<file path="src/rtl/pp_pkg.sv">
package pp_pkg;
    typedef enum logic {SIE_OPEN, SIE_HELD} sie_st_t;
    typedef enum logic [1:0] {DMA_IDLE, DMA_REQ, DMA_TC} dma_st_t;
endpackage

</file>
<file path="src/rtl/pp_bank_mem.sv">
module pp_bank_mem #(
    parameter int DEPTH = 64,
    parameter int DW    = 8,
    parameter int AW    = $clog2(DEPTH)
) (
    input  logic          clk,
    input  logic          wr_en,
    input  logic          wr_bank,
    input  logic [AW-1:0] wr_addr,
    input  logic [DW-1:0] wr_data,
    input  logic          rd_bank,
    input  logic [AW-1:0] rd_addr,
    output logic [DW-1:0] rd_data
);
    logic [DW-1:0] bank_rd [2];

    for (genvar b = 0; b < 2; b++) begin : g_bank
        logic [DW-1:0] mem [DEPTH];
        always_ff @(posedge clk) begin
            if (wr_en && (wr_bank == 1'(b)))
                mem[wr_addr] <= wr_data;
        end
        assign bank_rd[b] = mem[rd_addr];
    end

    assign rd_data = bank_rd[rd_bank];
endmodule

</file>
<file path="src/rtl/pp_sie_fsm.sv">
module pp_sie_fsm
    import pp_pkg::*;
#(
    parameter int DEPTH = 64,
    parameter int AW    = $clog2(DEPTH),
    parameter int CW    = $clog2(DEPTH + 1)
) (
    input  logic          clk,
    input  logic          rst_n,
    input  logic          clr,
    input  logic          sie_vld,
    input  logic          sie_end,
    input  logic          sie_good,
    input  logic          sie_abort,
    input  logic          fw_we,
    input  logic          fw_val,
    input  logic          cpu_empty,
    output logic          nak,
    output logic          swap,
    output logic          wr_en,
    output logic [AW-1:0] wr_addr,
    output logic          wr_bank,
    output logic [CW-1:0] pkt_len
);
    sie_st_t       st, st_nx;
    logic [CW-1:0] wr_ptr;
    logic          fw_hold, fw_hold_nx, nak_nx, bank_q;
    logic          open_in, ended_ok, dropped;

    // next state
    always_comb begin
        open_in  = (st == SIE_OPEN) && !nak && !clr;
        ended_ok = open_in && sie_end && sie_good && !sie_abort;
        dropped  = open_in && (sie_abort || (sie_end && !sie_good));
        st_nx    = st;
        unique case (st)
            SIE_OPEN: if (ended_ok && !cpu_empty) st_nx = SIE_HELD;
            SIE_HELD: if (cpu_empty) st_nx = SIE_OPEN;
            default:  st_nx = SIE_OPEN;
        endcase
        if (clr) st_nx = SIE_OPEN;
        fw_hold_nx = clr ? 1'b0 : (fw_we ? fw_val : fw_hold);
        nak_nx     = !clr && (fw_hold_nx || (st_nx == SIE_HELD));
    end

    // outputs
    always_comb begin
        swap    = !clr && cpu_empty && ((st == SIE_HELD) || ended_ok);
        wr_en   = open_in && sie_vld && !sie_end && !sie_abort
                  && (wr_ptr < CW'(DEPTH));
        wr_addr = wr_ptr[AW-1:0];
        wr_bank = bank_q;
        pkt_len = wr_ptr;
    end

    // state register
    always_ff @(posedge clk or negedge rst_n) begin
        if (!rst_n) begin
            st      <= SIE_OPEN;
            fw_hold <= 1'b0;
            nak     <= 1'b0;
            bank_q  <= 1'b0;
            wr_ptr  <= '0;
        end else begin
            st      <= st_nx;
            fw_hold <= fw_hold_nx;
            nak     <= nak_nx;
            if (clr)       bank_q <= 1'b0;
            else if (swap) bank_q <= ~bank_q;
            if (clr || swap || dropped) wr_ptr <= '0;
            else if (wr_en)             wr_ptr <= wr_ptr + CW'(1);
        end
    end

    AST_CLR_DROPS_NAK: assert property (@(posedge clk) disable iff (!rst_n)
        clr |=> !nak);
    AST_FW_FORCES_NAK: assert property (@(posedge clk) disable iff (!rst_n)
        (fw_we && fw_val && !clr) |=> nak);
    AST_NO_OVERFLOW: assert property (@(posedge clk) disable iff (!rst_n)
        wr_ptr <= CW'(DEPTH));
endmodule

</file>
<file path="src/rtl/pp_cpu_side.sv">
module pp_cpu_side #(
    parameter int DEPTH = 64,
    parameter int AW    = $clog2(DEPTH),
    parameter int CW    = $clog2(DEPTH + 1)
) (
    input  logic          clk,
    input  logic          rst_n,
    input  logic          clr,
    input  logic          load,
    input  logic [CW-1:0] load_len,
    input  logic          rd_stb,
    output logic [CW-1:0] cnt,
    output logic [AW-1:0] rd_addr,
    output logic          empty,
    output logic          last
);
    logic [AW-1:0] rd_ptr;

    always_ff @(posedge clk or negedge rst_n) begin
        if (!rst_n) begin
            cnt    <= '0;
            rd_ptr <= '0;
        end else if (clr) begin
            cnt    <= '0;
            rd_ptr <= '0;
        end else if (load) begin
            cnt    <= load_len;
            rd_ptr <= '0;
        end else if (rd_stb && (cnt != '0)) begin
            cnt    <= cnt - CW'(1);
            rd_ptr <= rd_ptr + AW'(1);
        end
    end

    assign rd_addr = rd_ptr;
    assign empty   = (cnt == '0);
    assign last    = (cnt == CW'(1));

    AST_SWAP_ONLY_DRAINED: assert property (@(posedge clk) disable iff (!rst_n)
        load |-> (cnt == '0));
    AST_EMPTY_READ_IDLE: assert property (@(posedge clk) disable iff (!rst_n)
        (rd_stb && (cnt == '0) && !load && !clr) |=> (cnt == '0));
    AST_CNT_BOUND: assert property (@(posedge clk) disable iff (!rst_n)
        cnt <= CW'(DEPTH));
endmodule

</file>
<file path="src/rtl/pp_dma_fsm.sv">
module pp_dma_fsm
    import pp_pkg::*;
(
    input  logic clk,
    input  logic rst_n,
    input  logic clr,
    input  logic dma_en,
    input  logic dma_tc,
    input  logic rd_stb,
    input  logic cnt_zero,
    input  logic last,
    input  logic swap,
    output logic dma_req
);
    dma_st_t st, st_nx;

    // next state
    always_comb begin
        st_nx = st;
        unique case (st)
            DMA_IDLE: if (dma_en && !cnt_zero && !(rd_stb && last)) st_nx = DMA_REQ;
            DMA_REQ: begin
                if (!dma_en)              st_nx = DMA_IDLE;
                else if (dma_tc)          st_nx = DMA_TC;
                else if (rd_stb && last)  st_nx = DMA_IDLE;
            end
            DMA_TC:   if (!dma_en || swap) st_nx = DMA_IDLE;
            default:  st_nx = DMA_IDLE;
        endcase
        if (clr) st_nx = DMA_IDLE;
    end

    // outputs
    always_comb dma_req = (st == DMA_REQ);

    // state register
    always_ff @(posedge clk or negedge rst_n) begin
        if (!rst_n) st <= DMA_IDLE;
        else        st <= st_nx;
    end

    AST_REQ_HAS_DATA: assert property (@(posedge clk) disable iff (!rst_n)
        dma_req |-> !cnt_zero);
    AST_LAST_DROPS_REQ: assert property (@(posedge clk) disable iff (!rst_n)
        (dma_req && rd_stb && last) |=> !dma_req);
    AST_TC_DROPS_REQ: assert property (@(posedge clk) disable iff (!rst_n)
        (dma_req && dma_tc) |=> !dma_req);
endmodule

</file>
<file path="src/rtl/bulk_rx_pingpong.sv">
module bulk_rx_pingpong #(
    parameter int DEPTH = 64,
    parameter int DW    = 8
) (
    input  logic                         clk,
    input  logic                         rst_n,
    input  logic                         clr,
    input  logic                         sie_vld,
    input  logic [DW-1:0]                sie_data,
    input  logic                         sie_end,
    input  logic                         sie_good,
    input  logic                         sie_abort,
    input  logic                         fw_nak_we,
    input  logic                         fw_nak_val,
    output logic                         nak,
    input  logic                         cpu_rd,
    output logic [DW-1:0]                cpu_data,
    output logic [$clog2(DEPTH+1)-1:0]   cpu_cnt,
    output logic                         rdy_irq,
    input  logic                         dma_en,
    input  logic                         dma_ack,
    input  logic                         dma_tc,
    output logic                         dma_req
);
    localparam int AW = $clog2(DEPTH);
    localparam int CW = $clog2(DEPTH + 1);

    logic          swap, wr_en, wr_bank, cpu_empty, cpu_last, rd_stb;
    logic [AW-1:0] wr_addr, rd_addr;
    logic [CW-1:0] pkt_len;

    assign rd_stb = cpu_rd || dma_ack;

    pp_sie_fsm #(.DEPTH(DEPTH), .AW(AW), .CW(CW)) u_sie (
        .clk(clk), .rst_n(rst_n), .clr(clr),
        .sie_vld(sie_vld), .sie_end(sie_end), .sie_good(sie_good),
        .sie_abort(sie_abort), .fw_we(fw_nak_we), .fw_val(fw_nak_val),
        .cpu_empty(cpu_empty), .nak(nak), .swap(swap), .wr_en(wr_en),
        .wr_addr(wr_addr), .wr_bank(wr_bank), .pkt_len(pkt_len)
    );

    pp_bank_mem #(.DEPTH(DEPTH), .DW(DW), .AW(AW)) u_mem (
        .clk(clk), .wr_en(wr_en), .wr_bank(wr_bank), .wr_addr(wr_addr),
        .wr_data(sie_data), .rd_bank(~wr_bank), .rd_addr(rd_addr),
        .rd_data(cpu_data)
    );

    pp_cpu_side #(.DEPTH(DEPTH), .AW(AW), .CW(CW)) u_cpu (
        .clk(clk), .rst_n(rst_n), .clr(clr), .load(swap), .load_len(pkt_len),
        .rd_stb(rd_stb), .cnt(cpu_cnt), .rd_addr(rd_addr),
        .empty(cpu_empty), .last(cpu_last)
    );

    pp_dma_fsm u_dma (
        .clk(clk), .rst_n(rst_n), .clr(clr), .dma_en(dma_en), .dma_tc(dma_tc),
        .rd_stb(rd_stb), .cnt_zero(cpu_empty), .last(cpu_last), .swap(swap),
        .dma_req(dma_req)
    );

    always_ff @(posedge clk or negedge rst_n) begin
        if (!rst_n) rdy_irq <= 1'b0;
        else        rdy_irq <= swap;
    end

    AST_IRQ_ONE_CYCLE: assert property (@(posedge clk) disable iff (!rst_n)
        rdy_irq |=> !rdy_irq);
endmodule

</file>
<file path="config.mk">
export PLATFORM = sky130hd
export DESIGN_NAME = bulk_rx_pingpong
export DESIGN_NICKNAME = d
export VERILOG_FILES = /design/src/rtl/pp_pkg.sv /design/src/rtl/pp_bank_mem.sv /design/src/rtl/pp_sie_fsm.sv /design/src/rtl/pp_cpu_side.sv /design/src/rtl/pp_dma_fsm.sv /design/src/rtl/bulk_rx_pingpong.sv
export SDC_FILE = /design/constraint.sdc
export NUM_CORES = 1
export LEC_CHECK = 0
export BUFFER_PORTS_ARGS = -buffer_cell sky130_fd_sc_hd__clkbuf_2
export CAP_MARGIN = 20
export CORE_UTILIZATION = 25
export CTS_BUF_LIST = sky130_fd_sc_hd__clkbuf_16
export DETAILED_ROUTE_END_ITERATION = 10
export SYNTH_ARGS = -nofsm -noshare
export SYNTH_HDL_FRONTEND = slang
export SYNTH_SLANG_ARGS = --single-unit
</file>
<file path="constraint.sdc">
create_clock -name clk -period 8.2 [get_ports clk]
set_input_delay 1.64 -clock clk [delete_from_list [all_inputs] [get_ports clk]]
set_output_delay 1.64 -clock clk [all_outputs]
set_load 0.03 [all_outputs]
</file>
Word level (Yosys, flattened, before mapping)
Memories as Yosys holds them, arrays and structs flattened. Index checks and enable logic that the tools add are counted.

Equal/unequal tests: 6. Bitwise operators: 3. $add $sub $neg: 3. Reduce and logical (&&, ||, !) cells: 43. $lt $le $gt $ge: 2. Mux-type cells: 30.

Operator list (number): 2-to-1 mux 7 bit (5); 2-to-1 mux 8 bit (3); logical AND 1 bit (21); 2-to-1 mux 6 bit (3); 2-to-1 mux 2 bit (6); 2-to-1 mux 1 bit (11); logical NOT 1 bit (8); adder 7 x 1 -> 7 bit, second input constant (1); == test 7 x 1 -> 1 bit, second input constant (1); logical NOT 7 bit (1); logical OR 1 bit (7); less-than comparator 7 bit, second input constant (1); nonzero test 7 bit (1); subtractor 7 x 1 -> 7 bit, second input constant (1); adder 6 x 1 -> 6 bit, second input constant (1); != test 3 x 2 -> 1 bit, second input constant (2); one-hot mux 2 bit (3 select lines) (1); != test 5 x 4 -> 1 bit, second input constant (1); nonzero test 2 bit (2); AND reduction 3 bit (1); nonzero test 3 bit (1); == test 2 x 1 -> 1 bit, second input constant (1); == test 2 bit, second input constant (1); greater-or-equal comparator 2 bit, second input constant (1); 4 further kinds (5).

Output and inout port bits: 18. Memories kept: 2. RAM bits: 1024. Bits in registers: 27. Bits of input ports: 21. Logic and storage cells: 98.

Memory list: u_mem.g_bank[0].mem (depth 64, width 8, rd ports 1, clocked after Yosys merged registers in 0, write ports 1, line pp_bank_mem.sv:18) `logic [DW-1:0] mem [DEPTH];`; u_mem.g_bank[1].mem (depth 64, width 8, rd ports 1, clocked after Yosys merged registers in 0, write ports 1, line pp_bank_mem.sv:18).

Longest topological paths before layout
Depth in word-level cells: 12. Mapped depth: 10. Depth with buffers taken out: 7.

Hierarchy
From an unflattened synthesis, not the netlist that was laid out.

Cells, all modules: 1797. Area, all modules: 41126.9 µm².

By module, submodules not included: pp_bank_mem (area each 39542.9 µm², cells each 1634, instances 1, sequential area each 30749.5 µm²); pp_cpu_side (area each 760.7 µm², cells each 81, instances 1, sequential area each 325.3 µm²); pp_sie_fsm (area each 675.6 µm², cells each 68, instances 1, sequential area each 275.3 µm²); pp_dma_fsm (area each 112.6 µm², cells each 11, instances 1, sequential area each 50.0 µm²); bulk_rx_pingpong (area each 35.0 µm², cells each 3, instances 1, sequential area each 25.0 µm²).

Worst setup path before layout
Ideal clock, no wire load.

Kind: input port to flip-flop. Start point: in clr. End point: mem u_mem.g_bank[0].mem[45][0] (enable). Setup time: 0.371 ns. Arrival time: 3.560 ns. Buffers on the path: 1. Setup slack: 4.269 ns. Stages: 6. Cells stage by stage: or3_1 > nor4_4 > nor2b_1 > clkbuf_1 > nand4_1 > nor2_1.

Longest elaborated chain between the ends: 9.

RTL lines: start: declaration (line bulk_rx_pingpong.sv:7) `input logic clr,`; logical NOT 1 bit (line pp_sie_fsm.sv:32) `open_in = (st == SIE_OPEN) && !nak && !clr;`; logical AND 1 bit (line pp_sie_fsm.sv:32); logical AND 1 bit (3 in a row) (line pp_sie_fsm.sv:49) `wr_en = open_in && sie_vld && !sie_end && !sie_abort`; logical AND 1 bit (line pp_sie_fsm.sv:50) `&& (wr_ptr < CW'(DEPTH));`; logical AND 1 bit (line pp_bank_mem.sv:20) `if (wr_en && (wr_bank == 1'(b)))`; 2-to-1 mux 1 bit (line pp_bank_mem.sv:20); 2-to-1 mux 1 bit (implied by the code) (line pp_bank_mem.sv:21) `mem[wr_addr] <= wr_data;`; end: declaration (line pp_bank_mem.sv:18).

No other way between the ends.

Final worst setup path
Start point: reg u_cpu.rd_ptr[2], in the netlist u_cpu.rd_addr[2]. End point: out cpu_data[7].

Longest elaborated chain between the ends: 4. Elaborated cells on any way between the ends: 5. Those cells by class: mux: 3; memory: 2.

RTL lines: start: declaration (line pp_cpu_side.sv:17) `logic [AW-1:0] rd_ptr;`; start signal: assignment (line pp_cpu_side.sv:31) `rd_ptr <= rd_ptr + AW'(1);`; memory read (64 x 8 bit); 2-to-1 mux 8 bit (implied by the code) * (3 in a row) (line pp_bank_mem.sv:26) `assign rd_data = bank_rd[rd_bank];`; end: declaration (line bulk_rx_pingpong.sv:17) `output logic [DW-1:0] cpu_data,`.

Every way passes the cells marked *; elsewhere a longest branch is shown, timed or not. The select of a mux whose other input is x is not followed.

==> results.yml <==
global_route:
  grt_pass1_vias: 21118
  antenna_found_initial: 0
  grt_use_total_pct: 11.8
  overflow: 0
  grt_max_degree: 99
  grt_pass1_wl_um: 148000
power:
  finalPower_mw: 13.7
  power.density_nw_per_um2: 288
  leakagePower_nw: 14.4
  ir_drop_uv: 214
floorplan:
  initial_core_util_pct: 25.2
  die_h_um: 411
  num_rows: 149
  die_width_um: 411
  core-area_sq_um: 165000
  io_pins: 39
  dieArea_sq_um: 169000
final_layout:
  final_core_util_pct: 28.7
  layout-area-overhead-vs-synth_pct: 13.5
  instances_no_fill: 4563
  fin_area_sq_um: 47400
  nets: 2321
  drive_above_1_share_pct: 15.4
  diodes: 0
  fillers: 16193
cts:
  cts_tree: "built"
  htreeDepth: 3
  clockRootBuffer: "clkbuf_16"
  post_cts_buffers: 0
  cts_sinks: 1051
  clock_latency_ps: 670
  cts_resized: 0
  cts_buffers: 96
  hold_buffers: 0
  clk_pin_slew_ps: 70
  cts_buffer_depth: 3
setup_path:
  cp_slowest_cell: "dfrtp_4"
  path_max_fanout: 48
  crit_family: "flip-flops"
  cp_data_arrival_time_ps: 4780
  path_class: "flop to output pin"
  end_kind: "output pin"
  critPathLaunchType: "flop"
  cp_cell_sequence: "nor2b_4 -> buf_4 -> a22oi_1 -> a21oi_1 -> a31oi_1 -> mux4_2 -> mux2_2 -> clkbuf_2"
  cp.required_ps: 6560
  max_stage_delay_ps: 960
  crit_buf_inv: 2
routing:
  drt_iter0_markers: 2187
  wl_um: 101000
  dr_total_vias: 21135
  first_pass_iters: 5
  viasPerCell: 4.63
  drc: 0
  drtAntennaViolNets: 0
  wl_per_cell_um: 22.2
yosys:
  synth_area_sq_um: 41700
  ys_warn_count: 0
  synth_cell_types: 43
  async_reset_ff_share_pct: 2.57
  synth.largest_area_cell: "edfxtp_1"
  ys_ff_latch: 1051
  synth-edff-count: 1024
  syn-num-nets: 2287
  ys_seq_area_share_pct: 75.3
  synth_top_area_share_pct: 73.7
  ys_top_cells_by_area: "edfxtp_1 (74%), mux4_2 (7.8%), mux2i_1 (6.2%)"
  syn_inst: 2262
  synth.avg_cell_area_sq_um: 18.5
  synth_flop_cell: "edfxtp_1"
timing:
  slew_violations: 0
  worstMarginPinSlew_ps: 1100
  fin_crit_ps: 6420
  finalHoldViolations: 0
  rsz0062_at_grt: "no"
  period_share_pct: 78.3
  setup_viol: 0
  fin_skew_ps: 28.5
  relSlewSlack_pct: 26.5
  setup_tns_ps: 0
  fmax_mhz: 156
run:
  drv_cap: 0
placement:
  io_buffers: 38
  place_area_sq_um: 44300
  dp_hpwl_um: 61800
  place_congestion: 0.799
  placedCellCount: 4386
min_path:
  hp-class: "flop to flop"
run_status:
  status: "completed"
[synthesized netlist by cell type (all sizes together) (7+ instances only)]
master / instances
xnor2: 7
mux2i: 260
buf: 79
mux4: 144
nand2b: 66
nand2: 86
nand3: 12
dfrtp: 27
xor2: 7
mux2: 8
a21oi: 72
edfxtp: 1024
a31oi: 67
clkbuf: 56
inv: 14
nor2: 154
a22oi: 128
[per-stage QoR]
step                worst slack [ps]  hold WS [ps]
floorplan                       4270           481
global placement                2500           529
detailed placement              2480           543
finish                          1780           544
global route                    1700           597
CTS                             1740           557
[cell families after synthesis]
logic type      Yosys count  synth area share, %
flops                  1051                 75.3
mux                     412                 14.2
simple gates            355                 3.89
compound gates          276                 4.31
buf+inv                 150                 1.88
xor+xnor                 14                0.294
fa+ha+maj                 4                0.120
[tightest hold or removal path, delay by kind of cell (launching register included)]
kind,cells,cell delay (ps)
multiplexers,1,60
AND/OR/NAND/NOR,1,120
flip-flops,1,320
[final timing paths]
kind | to | slack, ps | cells after the start | from
worst min-delay path | u_sie.fw_hold$_DFF_PN0_ | 540 | 2 | u_sie.fw_hold$_DFF_PN0_
worst max register to register | u_mem.g_bank[0].mem[29][5]$_DFFE_PP_ | 4230 | 6 | u_sie.nak$_DFF_PN0_
worst min register to register | u_sie.fw_hold$_DFF_PN0_ | 540 | 2 | u_sie.fw_hold$_DFF_PN0_
min in group asynchronous | u_cpu.cnt[0]$_DFFE_PN0P_ | 1080 | 1 | rst_n
max in group asynchronous | u_cpu.rd_addr[0]$_DFFE_PN0P_ | 6490 | 1 | rst_n
worst max-delay path | cpu_data[7] | 1780 | 8 | u_cpu.rd_addr[2]$_DFFE_PN0P_
[per-layer routing]
layer | global-route usage (%) | wire length [um] | up-vias
li1 | - | - | 9118
met5 | 0 | 0 | -
met2 | 19.2 | 49000 | 785
met3 | 1.82 | 6410 | 141
met4 | 3.69 | 2700 | 0
met1 | 16.1 | 43400 | 11091
[layout by cell type (no fill, tap or decap), types with 7 or more instances in the layout]
| cell | netlist | layout |
|---|---|---|
| a22oi_1 | 128 | 128 |
| nand2_1 | 86 | 86 |
| inv_1 | 14 | 33 |
| edfxtp_1 | 1024 | 1024 |
| dfrtp_1 | 27 | 23 |
| a21oi_1 | 72 | 72 |
| mux2i_1 | 260 | 260 |
| mux2_2 | 8 | 8 |
| clkinv_2 | 0 | 14 |
| mux4_2 | 144 | 144 |
| bufinv_16 | 0 | 10 |
| nor2_1 | 153 | 153 |
| clkbuf_16 | 0 | 97 |
| a31oi_1 | 67 | 67 |
| nand3_1 | 12 | 12 |
| clkinv_1 | 1 | 26 |
| xor2_1 | 7 | 7 |
| clkbuf_2 | 0 | 30 |
| buf_4 | 26 | 36 |
| xnor2_1 | 7 | 7 |
| nand2b_1 | 66 | 66 |
[sequential cells by signal, indices dropped and copies added, names as in the netlist]
name	flops
u_sie.wr_bank	1
u_sie.fw_hold	1
u_sie.pkt_len	7
u_sie.st	1
u_dma.st	2
rdy_irq	1
u_cpu.cnt	7
u_mem.g_bank.mem	1024
u_cpu.rd_addr	6
u_sie.nak	1
[power by group]
group	leakage, nW	internal [mW]	switching [mW]
sequential	9.56	5.92	0.107
combinational	3.28	1.29	1.95
clock	1.57	2.47	1.94
[cell type report]
| cell class | instances | area (sq um) | area share, % |
|---|---|---|---|
| Sequential cell | 1051 | 31400 | 66.3 |
| Multi-Input combinational cell | 1061 | 9550 | 20.2 |
| Tap cell | 2189 | 2740 | 5.78 |
| Clock buffer | 97 | 2430 | 5.12 |
| Clock inverter | 79 | 654 | 1.38 |
| Timing Repair Buffer | 71 | 528 | 1.11 |
| Inverter | 15 | 56.3 | 0.119 |
Power figures use the tool's default switching activity.
